`src/rtl/rcad_pkg.sv`:
```
package rcad_pkg;
  localparam int REG_AW = 3;

  typedef enum logic [REG_AW-1:0] {
    RA_SLOW_PER  = 3'd0,
    RA_SLOW_MODE = 3'd1,
    RA_FAST_CFG  = 3'd2,
    RA_STATUS    = 3'd3,
    RA_MASK      = 3'd4,
    RA_LEVEL     = 3'd5
  } reg_addr_e;

  localparam int ST_SLOW = 0;
  localparam int ST_FAST = 1;
  localparam int ST_XIN0 = 2;
endpackage

```
`src/rtl/rcad_slow_timer.sv`:
```
module rcad_slow_timer #(
  parameter int PER_W    = 7,
  parameter int MODE_W   = 3,
  parameter int CYCLIC   = 7,
  parameter int PRESCALE = 100
) (
  input  logic              clk,
  input  logic              rst,
  input  logic              tick,
  input  logic              load,
  input  logic [PER_W-1:0]  load_val,
  input  logic [MODE_W-1:0] mode,
  output logic [PER_W-1:0]  per,
  output logic              expire
);
  localparam int PRE_W = (PRESCALE > 1) ? $clog2(PRESCALE) : 1;
  localparam logic [PRE_W-1:0] PRE_LAST = PRE_W'(PRESCALE - 1);

  logic [PRE_W-1:0] pre_cnt;
  logic [PER_W-1:0] cnt;
  logic             run;
  logic             step;

  assign step = tick && (pre_cnt == PRE_LAST) && !load;

  always_ff @(posedge clk) begin
    if (rst) begin
      pre_cnt <= '0;
    end else if (load) begin
      pre_cnt <= '0;
    end else if (tick) begin
      pre_cnt <= (pre_cnt == PRE_LAST) ? '0 : pre_cnt + 1'b1;
    end
  end

  always_ff @(posedge clk) begin
    if (rst) begin
      cnt    <= '0;
      run    <= 1'b0;
      per    <= '0;
      expire <= 1'b0;
    end else begin
      expire <= 1'b0;
      if (load) begin
        per <= load_val;
        cnt <= load_val;
        run <= (load_val != '0);
      end else if (run && step) begin
        if (cnt == PER_W'(1)) begin
          expire <= 1'b1;
          if (mode == MODE_W'(CYCLIC)) cnt <= per;
          else                         run <= 1'b0;
        end else begin
          cnt <= cnt - 1'b1;
        end
      end
    end
  end

  assert_cnt_range_R1: assert property (@(posedge clk) disable iff (rst)
    run |-> (cnt != '0 && cnt <= per))
    else $error("slow timer count out of range");

  assert_single_stop_R2: assert property (@(posedge clk) disable iff (rst)
    (expire && $past(mode) != MODE_W'(CYCLIC)) |-> !run)
    else $error("single-shot slow timer kept running");
endmodule

```
`src/rtl/rcad_fast_timer.sv`:
```
module rcad_fast_timer #(
  parameter int PER_W = 6
) (
  input  logic             clk,
  input  logic             rst,
  input  logic             tick,
  input  logic             load,
  input  logic [PER_W-1:0] load_val,
  input  logic             load_rep,
  output logic [PER_W-1:0] per,
  output logic             rep,
  output logic             expire,
  output logic             pin
);
  logic [PER_W-1:0] cnt;
  logic             run;

  always_ff @(posedge clk) begin
    if (rst) begin
      cnt    <= '0;
      run    <= 1'b0;
      per    <= '0;
      rep    <= 1'b0;
      expire <= 1'b0;
      pin    <= 1'b0;
    end else begin
      expire <= 1'b0;
      if (load) begin
        per <= load_val;
        rep <= load_rep;
        cnt <= load_val;
        run <= (load_val != '0);
      end else if (run && tick) begin
        if (cnt == PER_W'(1)) begin
          expire <= 1'b1;
          pin    <= ~pin;
          if (rep) cnt <= per;
          else     run <= 1'b0;
        end else begin
          cnt <= cnt - 1'b1;
        end
      end
    end
  end

  assert_pin_flip_R5: assert property (@(posedge clk) disable iff (rst)
    expire |-> (pin != $past(pin)))
    else $error("fast timer pin did not toggle on expiry");

  assert_oneshot_stop_R4: assert property (@(posedge clk) disable iff (rst)
    (expire && !rep) |-> !run)
    else $error("one-shot fast timer kept running");

  assert_zero_idle_R3: assert property (@(posedge clk) disable iff (rst)
    (per == '0) |-> !run)
    else $error("fast timer running with zero period");
endmodule

```
`src/rtl/rcad_pin_watch.sv`:
```
module rcad_pin_watch #(
  parameter int N = 2
) (
  input  logic         clk,
  input  logic         rst,
  input  logic [N-1:0] pin_async,
  output logic [N-1:0] level,
  output logic [N-1:0] change
);
  genvar g;
  generate
    for (g = 0; g < N; g++) begin : g_pin
      logic meta, sync, prev;
      always_ff @(posedge clk) begin
        if (rst) begin
          meta <= 1'b0;
          sync <= 1'b0;
          prev <= 1'b0;
        end else begin
          meta <= pin_async[g];
          sync <= meta;
          prev <= sync;
        end
      end
      assign level[g]  = sync;
      assign change[g] = sync ^ prev;
    end
  endgenerate
endmodule

```
`src/rtl/ring_cadence_ctl.sv`:
```
module ring_cadence_ctl
  import rcad_pkg::*;
#(
  parameter int SLOW_PER_W = 7,
  parameter int SLOW_MODE_W = 3,
  parameter int SLOW_CYCLIC = 7,
  parameter int PRESCALE = 100,
  parameter int FAST_PER_W = 6,
  parameter int N_XIN = 2,
  parameter int DATA_W = 8
) (
  input  logic              clk,
  input  logic              rst,
  input  logic              ms_tick,
  input  logic              wr_en,
  input  logic              rd_en,
  input  logic [REG_AW-1:0] addr,
  input  logic [DATA_W-1:0] wdata,
  output logic [DATA_W-1:0] rdata,
  input  logic [N_XIN-1:0]  xin,
  output logic              tout,
  output logic              irq
);
  localparam int ST_W = ST_XIN0 + N_XIN;

  logic [SLOW_MODE_W-1:0] slow_mode;
  logic [SLOW_PER_W-1:0]  slow_per;
  logic [FAST_PER_W-1:0]  fast_per;
  logic                   fast_rep;
  logic                   slow_exp, fast_exp;
  logic [N_XIN-1:0]       xlvl, xchg;
  logic [ST_W-1:0]        status, mask, st_set;
  logic                   wr_slow, wr_fast, rd_status;
  logic [DATA_W-1:0]      rd_val;

  assign wr_slow   = wr_en && (addr == RA_SLOW_PER);
  assign wr_fast   = wr_en && (addr == RA_FAST_CFG);
  assign rd_status = rd_en && (addr == RA_STATUS);

  rcad_slow_timer #(
    .PER_W(SLOW_PER_W), .MODE_W(SLOW_MODE_W),
    .CYCLIC(SLOW_CYCLIC), .PRESCALE(PRESCALE)
  ) u_slow (
    .clk(clk), .rst(rst), .tick(ms_tick), .load(wr_slow),
    .load_val(wdata[SLOW_PER_W-1:0]), .mode(slow_mode),
    .per(slow_per), .expire(slow_exp)
  );

  rcad_fast_timer #(.PER_W(FAST_PER_W)) u_fast (
    .clk(clk), .rst(rst), .tick(ms_tick), .load(wr_fast),
    .load_val(wdata[FAST_PER_W-1:0]), .load_rep(wdata[DATA_W-1]),
    .per(fast_per), .rep(fast_rep), .expire(fast_exp), .pin(tout)
  );

  rcad_pin_watch #(.N(N_XIN)) u_pins (
    .clk(clk), .rst(rst), .pin_async(xin), .level(xlvl), .change(xchg)
  );

  always_comb begin
    st_set          = '0;
    st_set[ST_SLOW] = slow_exp;
    st_set[ST_FAST] = fast_exp;
    st_set[ST_W-1:ST_XIN0] = xchg;
  end

  always_ff @(posedge clk) begin
    if (rst) begin
      slow_mode <= '0;
      mask      <= '0;
      status    <= '0;
      irq       <= 1'b0;
    end else begin
      if (wr_en && addr == RA_SLOW_MODE) slow_mode <= wdata[SLOW_MODE_W-1:0];
      if (wr_en && addr == RA_MASK)      mask      <= wdata[ST_W-1:0];
      status <= (rd_status ? '0 : status) | st_set;
      irq    <= |(status & mask);
    end
  end

  always_comb begin
    rd_val = '0;
    case (addr)
      RA_SLOW_PER:  rd_val[SLOW_PER_W-1:0] = slow_per;
      RA_SLOW_MODE: rd_val[SLOW_MODE_W-1:0] = slow_mode;
      RA_FAST_CFG: begin
        rd_val[FAST_PER_W-1:0] = fast_per;
        rd_val[DATA_W-1]       = fast_rep;
      end
      RA_STATUS:    rd_val[ST_W-1:0] = status;
      RA_MASK:      rd_val[ST_W-1:0] = mask;
      RA_LEVEL: begin
        rd_val[N_XIN-1:0] = xlvl;
        rd_val[N_XIN]     = tout;
      end
      default:      rd_val = '0;
    endcase
  end

  always_ff @(posedge clk) begin
    if (rst) rdata <= '0;
    else     rdata <= rd_en ? rd_val : '0;
  end

  assert_read_clear_R9: assert property (@(posedge clk) disable iff (rst)
    $past(rd_status) |-> (rdata[ST_W-1:0] == $past(status)))
    else $error("status read returned wrong value");

  assert_sticky_slow_R6: assert property (@(posedge clk) disable iff (rst)
    $past(status[ST_SLOW] && !rd_status) |-> status[ST_SLOW])
    else $error("slow status bit lost without read");

  assert_edge_capture_R7: assert property (@(posedge clk) disable iff (rst)
    xchg[0] |=> status[ST_XIN0])
    else $error("input edge not captured");

  assert_mask_block_R10: assert property (@(posedge clk) disable iff (rst)
    (mask == '0 && $past(mask) == '0) |-> !irq)
    else $error("irq raised with zero mask");
endmodule

```
`config.mk`:
```
export PLATFORM = sky130hd
export DESIGN_NAME = ring_cadence_ctl
export DESIGN_NICKNAME = d
export VERILOG_FILES = /design/src/rtl/rcad_pkg.sv /design/src/rtl/rcad_slow_timer.sv /design/src/rtl/rcad_fast_timer.sv /design/src/rtl/rcad_pin_watch.sv /design/src/rtl/ring_cadence_ctl.sv
export SDC_FILE = /design/constraint.sdc
export NUM_CORES = 1
export LEC_CHECK = 0
export CAP_MARGIN = 20
export CORE_ASPECT_RATIO = 0.7
export CORE_MARGIN = 1.5
export CORE_UTILIZATION = 45
export DETAILED_ROUTE_END_ITERATION = 8
export HOLD_SLACK_MARGIN = 0.08
export PLACE_DENSITY_LB_ADDON = 0.05
export SLEW_MARGIN = 30
export SYNTH_ARGS = -nofsm -noshare
export SYNTH_HDL_FRONTEND = slang
export SYNTH_SLANG_ARGS = --single-unit
```
`constraint.sdc`:
```
create_clock -name clk -period 1.9 [get_ports clk]
set_input_delay 0.475 -clock clk [delete_from_list [all_inputs] [get_ports clk]]
set_output_delay 0.475 -clock clk [all_outputs]
set_load 0.02 [all_outputs]
```
==> summary.txt, run 1 <==
Worst setup path
  • Top delay family on crit path: buffers and inverters
  • Crit-path max cell delay: between 0.6 and 0.7 ns
  • WP buf/inv: 1
  • Crit. End Element: output port
  • Critical Path Start Type: flip-flop
  • Worst path cell trace: clkdlybuf4s50_1
  • Arrival time at the worst endpoint: approximately 1.4 ns
  • WS Path Type: flip-flop to output port
  • Req. time, crit path: between 1 and 1.5 ns
  • Largest fanout on the critical path: 3
  • Slowest-stage cell, CP: clkdlybuf4s50_1

GRT
  • Antenna violations before repair: 0
  • First-pass GRT wire length: ~13 mm
  • Total gr overflow: 0
  • Tot GR Track Use: a little under a quarter
  • Number of global-route vias before repair: ~2500
  • Largest net degree at the start of global routing: 20

Final layout
  • Nets: 427
  • Synth-to-Final Area Change: 25.7%
  • Reg area: about 1300 sq um
  • Antenna diode count: 0
  • Share of post-route cells with drive strength above 1: 18.8%
  • Fin util: about three fifths
  • Fillers: 620
  • Multi-input logic area: 1700 sq um

Floorplanning
  • Number of core rows: 25
  • Io pins: 28
  • Die ar.: roughly 7400 sq um
  • Initial core utilization: between 40% and 50%
  • Width of the chip: 103 um
  • Core Box Area: 6730 sq um
  • Die H: between 70 and 80 um

Yosys
  • Synth Register Bits: 65
  • Synth top cells by count: dfxtp_1 (65), nand2_1 (40), nor2_1 (39), a21oi_1 (25), mux2i_1 (12)
  • Mean Syn Cell Area: 8.99 sq um
  • Top cell type's share of synthesized area: between 40% and 50%
  • Most frequent cell after synthesis: dfxtp_1
  • Synthesized area: 3120 sq um
  • Main synth FF type: dfxtp_1
  • Post-synthesis cell type count: 61
  • EDFF count, synth: 0
  • Mapped Cells: 347
  • Register area share after synthesis: 41.7%
  • Largest area contributor in the netlist: dfxtp_1
  • Ranking of synthesized cells by area: dfxtp_1 (42%), nand2_1 (4.8%), nor2_1 (4.7%)
  • Synth Warn #: 0
  • FFs w/ async S/R, synth: 0%
  • Synthesized Nets: 370

Route
  • Drt wl/cell: 15.4 um
  • DR vias: roughly 2700
  • DRT iter0 DRCs: 126
  • Drt first pass iters: 4
  • Final WL: around 7.8 mm
  • Routed Antenna Nets: 0
  • Vias/cell: approximately 5.3
  • Drt drc: 0

Flow run
  • Max-cap violations: 0

Clock tree
  • CTS buffer count: 9
  • Clk buf depth: 2
  • Clk sink count: 65
  • Worst-path clk slew: 0.07 ns
  • Clock tree from TritonCTS: done
  • Post-CTS Setup Repair Bufs: 0
  • Root buf cell: clkbuf_8
  • # H-tree levels: 3
  • Worst skew pair latency: between 0.3 and 0.4 ns

Power and ir drop
  • Logic pwr share: a little over a tenth
  • Sw frac: 25.5%
  • Clock power share: about two fifths
  • Peak supply drop: approximately 650 uV
  • Reg power frac: between 40% and 50%
  • Pwr/cell area: 754 nW/um^2
  • Power Internal: about 2.2 mW
  • Pleak: about 1.5 nW
  • Sw Pwr: approximately 750 uW

STA
  • RSZ-0062 raised after global routing: false
  • Fin. Hold Viols: 0
  • Min cycle time layout: between 1.5 and 2 ns
  • Final max-slew violation count: 0
  • Max transition margin: 73.5%
  • Worst Max-Slew Pin Slew: about 0.39 ns
  • Fmax: 546 MHz
  • Skew final: 0.0155 ns
  • Final setup fails: 0
  • Setup TNS Final: 0 ns
  • Period utilization: between 90 and 100%

Run status
  • Status: finished clean

Place
  • Hpwl dp: 5.88 mm
  • GPL Wtd Cong: ~0.83
  • Buffers on Ports: 27

Worst hold path
  • Hold Crit Class: flip-flop to flip-flop
-- layout by cell type (no fill, tap or decap), types with 3 or more instances in the layout --
master,n
mux2i_1,12
a221o_1,5
clkbuf_8,10
ha_1,4
o2111ai_1,3
nor2b_1,8
dfxtp_1,65
nand3_1,5
a211oi_1,4
xnor2_1,5
clkdlybuf4s50_1,25
a21oi_1,25
o211a_1,3
o21ai_0,9
inv_1,10
and2_1,7
xor2_1,8
nor3_1,7
nand2_1,40
buf_4,39
mux2_2,4
or4_1,3
nor2_1,39
a22oi_1,6
o31ai_1,3
nand4_1,9
-- power by group through the flow --
stage / Clock (mW) / Combinational, mW / Sequential (mW)
final: 1.20 / 0.320 / 1.43
after global routing: 1.29 / 0.350 / 1.44
after detailed placement: 0 / 0.318 / 1.46
after floorplan: 0 / 0.185 / 1.45
after CTS: 1.23 / 0.319 / 1.43
after global placement: 0 / 0.316 / 1.46
-- logic make-up (layout without fill, tap and decap cells) --
logic type / after synthesis / in the layout / synth area share [%]
compound gates: 74 / 74 / 17.3
xor+xnor: 13 / 13 / 3.65
fa+ha+maj: 5 / 5 / 2.01
buf+inv: 30 / 92 / 4.09
flops: 65 / 65 / 41.7
mux: 18 / 18 / 6.74
simple gates: 142 / 142 / 24.5
-- sequential cells by signal, indices dropped and copies added (netlist names) --
signal / cells
u_pins.g_pin.meta: 2
u_slow.per: 7
status: 4
irq: 1
u_pins.g_pin.sync: 2
slow_mode: 3
u_slow.cnt: 7
rdata: 8
u_pins.g_pin.prev: 2
u_fast.rep: 1
u_fast.pin: 1
u_fast.cnt: 6
u_slow.expire: 1
mask: 4
u_fast.per: 6
u_fast.expire: 1
u_fast.run: 1
u_slow.run: 1
u_slow.pre_cnt: 7
-- repair_timing --
action	CTS	global route
hold endpoints to repair	0	0
resized for setup	0	3
setup endpoints to repair	0	2
hold buffers	0	0
-- stage by stage --
step	power (mW)	setup slack (ns)	instances	cell area (sq um)	hold slack, ns
floorplan	1.64	0.151	347	3120	0.413
global placement	1.78	-0.236	487	3700	0.427
detailed placement	1.78	-0.276	487	3700	0.424
CTS	2.97	0.0534	503	3910	0.429
global route	3.07	0.00955	503	3920	0.456
finish	2.95	0.0681	503	3920	0.440
-- per-layer routing --
layer	vias to the layer above	part of all wire [%]	GRT usage, %
li1	1365	-	-
met1	1265	52	34.1
met5	-	0	0
met4	0	1.1	7.00
met2	54	42	32.2
met3	7	4.9	5.56
-- final cells by class --
class | count | share of cell area, %
timing repair buffer | 66 | 14.3
tap | 94 | 3.00
clock inverter | 6 | 1.69
inverter | 10 | 0.958
multi-input combinational | 252 | 43.3
sequential | 65 | 33.2
clock buffer | 10 | 3.51
-- path summary, 6_finish.rpt --
kind	start	end	slack [ns]	cells past startpoint
min reg2reg	u_pins.g_pin[1].meta	u_pins.g_pin[1].sync	0.44	1
min	u_pins.g_pin[1].meta	u_pins.g_pin[1].sync	0.44	1
max reg2reg	u_slow.cnt[1]	u_slow.cnt[4]	0.11	6
max	u_fast.pin	tout	0.07	1
Note: power is estimated with default switching activity, not from simulation.
==> run 2: changes to the inputs <==
SETUP_SLACK_MARGIN = 0.15   (was unset)
==> run 2 against run 1 <==
Worst setup slack gained 0.10 ns. Sequential cell count did not move. Cell count grew 0.20%. Worst hold slack about the same. Core utilization rose by 1.1 points. Via count shrank 0.52%. First-iteration DRC count shrank 6.3%. Critical path depth rose by 5. Cell area rose by 1.8%. Clock power hardly changed. Register-to-register slack improved by 0.06 ns. Routed wire length rose by 1.3%.
==> summary.txt, run 2 (synthesis results as in run 1) <==
Place
  • Placed inst area: 3700 sq um (unchanged)
  • Buffers on Ports: 27 (unchanged)
  • Hpwl dp: 5.88 mm (unchanged)
  • GPL Wtd Cong: 0.834 (unchanged)

Worst hold path
  • Hold Crit Class: flip-flop to flip-flop (unchanged)
  • Hold Path Origin: u_pins.g_pin[1].meta (unchanged)
  • WHS Path Cells: 1 (unchanged)
  • WHS Endpoint: u_pins.g_pin[1].sync (unchanged)

Clock tree
  • Root buf cell: clkbuf_8 (unchanged)
  • Clk buf depth: 2 (unchanged)
  • Clk sink count: 65 (unchanged)
  • CTS buffer count: 9 (unchanged)
  • Clock tree from TritonCTS: done (unchanged)
  • Worst skew pair latency: 0.35 ns (about the same)
  • Worst-path clk slew: 0.08 ns (was 0.07 ns)
  • # H-tree levels: 3 (unchanged)

Final layout
  • Most frequent cells in the layout: dfxtp_1 (63), buf_4 (40), nand2_1 (39), nor2_1 (39), a21oi_1 (25) (was dfxtp_1 (65), nand2_1 (40), nor2_1 (39), buf_4 (39))
  • Largest register FFs: 8 (unchanged)
  • Synth-to-Final Area Change: 28.0% (was 25.7%)
  • Antenna diode count: 0 (unchanged)
  • Fillers: 613 (was 620)
  • Nets: 428 (was 427)
  • Fin util: 59.3% (was 58.3%)
  • Multi-input logic area: 1740 sq um (was 1700 sq um)
  • Reg area: 1300 sq um (about the same)
  • Final instance area: 3990 sq um (was 3920 sq um)
  • Share of post-route cells with drive strength above 1: 21.5% (was 18.8%)
  • Commonest non-fill, non-tap cell in the layout: dfxtp_1 (unchanged)
  • Largest reg by FF count: rdata (unchanged)

Power and ir drop
  • Power Internal: 2.20 mW (about the same)
  • Peak supply drop: 653 uV (about the same)
  • Pleak: 1.65 nW (was 1.47 nW)
  • Reg power frac: 48.4% (about the same)
  • Sw Pwr: 758 uW (was 754 uW)
  • Clock power share: 40.7% (about the same)
  • Pwr/cell area: 742 nW/um^2 (was 754 nW/um^2)
  • Sw frac: 25.6% (was 25.5%)
  • Logic pwr share: 11.0% (was 10.8%)
  • Design Power: 2.96 mW (was 2.95 mW)

Route
  • Vias/cell: 5.31 (was 5.35)
  • DR vias: 2677 (was 2691)
  • Final WL: 7.86 mm (was 7.76 mm)
  • DRT iter0 DRCs: 118 (was 126)
  • Drt drc: 0 (unchanged)
  • Drt wl/cell: 15.6 um (was 15.4 um)
  • Routed Antenna Nets: 0 (unchanged)
  • Drt first pass iters: 5 (was 4)

Worst setup path
  • Req. time, crit path: 2.16 ns (was 1.42 ns)
  • Critical Path Start Type: flip-flop (unchanged)
  • FF-to-FF path depth: 6 (unchanged)
  • Largest fanout on the critical path: 5 (was 3)
  • WS Path Type: flip-flop to flip-flop (was flip-flop to output port)
  • FF-to-FF End: u_slow.cnt[4] (unchanged)
  • R2r startpoint: u_slow.cnt[1] (unchanged)
  • Crit. End Element: flip-flop (was output port)
  • R2r setup slk: 0.17 ns (was 0.11 ns)
  • Arrival time at the worst endpoint: 1.99 ns (was 1.36 ns)

Floorplanning
  • Width of the chip: 103 um (unchanged)
  • Number of core rows: 25 (unchanged)
  • Io pins: 28 (unchanged)
  • Initial core utilization: 46.4% (unchanged)
  • Core Box Area: 6730 sq um (unchanged)
  • Die H: 72.7 um (unchanged)
  • Die ar.: 7450 sq um (unchanged)

GRT
  • First-pass GRT wire length: 12.8 mm (about the same)
  • Tot GR Track Use: 22.8% (about the same)
  • Largest net degree at the start of global routing: 20 (unchanged)
  • Antenna violations before repair: 0 (unchanged)
  • Total gr overflow: 0 (unchanged)
  • Number of global-route vias before repair: 2515 (was 2516)

Flow run
  • Max-cap violations: 0 (unchanged)

STA
  • Worst Max-Slew Pin Slew: 0.379 ns (was 0.394 ns)
  • Min cycle time layout: 1.73 ns (was 1.83 ns)
  • Final setup fails: 0 (unchanged)
  • Final max-slew violation count: 0 (unchanged)
  • Period utilization: 90.9% (was 96.4%)
  • RSZ-0062 raised after global routing: true (was false)
  • Skew final: 0.0152 ns (was 0.0155 ns)
  • Max transition margin: 74.7% (was 73.5%)
  • Fin. Hold Viols: 0 (unchanged)
  • Fmax: 579 MHz (was 546 MHz)

Run status
  • Status: finished clean (unchanged)
## run 2: repair_timing
item / in CTS / in global routing
buffers inserted: 0 / 1
hold buffers: 0 / 0
endpoints found under the hold margin: 0 / 0
cloned: 0 / 0
gates resized for setup: 6 / 21
pin swaps: 0 / 1
endpoints found under the setup margin: 20 / 30
## run 2: final cells by class
class / instances / share of cell area [%]
timing repair buffer: 67 / 14.7
inverter: 10 / 0.940
multi-input combinational: 252 / 43.6
clock inverter: 6 / 1.66
clock buffer: 10 / 3.45
tap: 94 / 2.95
sequential: 65 / 32.7
## run 2: per-layer routing
layer | share of wire [%] | vias up | wire [um] | track usage [%]
met5 | 0 | - | 0 | 0
met3 | 5.0 | 6 | 391 | 5.56
li1 | - | 1369 | - | -
met4 | 0.84 | 0 | 66 | 7.00
met2 | 42 | 57 | 3310 | 32.2
met1 | 52 | 1245 | 4100 | 34.2
## run 2: metrics by stage
step / hold WS (ns) / setup TNS [ns] / setup WS, ns / cells
after CTS: 0.429 / 0 / 0.0587 / 503
after floorplan: 0.413 / 0 / 0.151 / 347
final: 0.440 / 0 / 0.172 / 504
after global placement: 0.427 / -7.94 / -0.236 / 487
after global routing: 0.456 / 0 / 0.0994 / 504
after detailed placement: 0.424 / -8.76 / -0.276 / 487
## run 2: power groups by stage
stage | sequential (mW) | clock (mW) | combinational (mW)
after floorplan | 1.45 | 0 | 0.185
after global placement | 1.46 | 0 | 0.316
after detailed placement | 1.46 | 0 | 0.318
after CTS | 1.43 | 1.23 | 0.319
after global routing | 1.44 | 1.29 | 0.355
final | 1.43 | 1.20 | 0.324
## run 2: worst max path at each step
stage	endpoint	slack [ns]	start
floorplan	u_slow.cnt[4]	0.15	u_slow.cnt[1]
global placement	u_slow.run	-0.24	addr[2]
detailed placement	u_slow.run	-0.28	addr[2]
CTS	u_slow.cnt[4]	0.06	u_slow.cnt[1]
global route	u_slow.cnt[4]	0.1	u_slow.cnt[1]
finish	u_slow.cnt[4]	0.17	u_slow.cnt[1]
## run 2: critical path, stage by stage, from the launching register on
cell,delay [ns]
dfxtp_1,0.33
inv_2,0.07
ha_4,0.13
or3b_4,0.42
a2111oi_4,0.33
o2111ai_2,0.15
a211oi_2,0.21
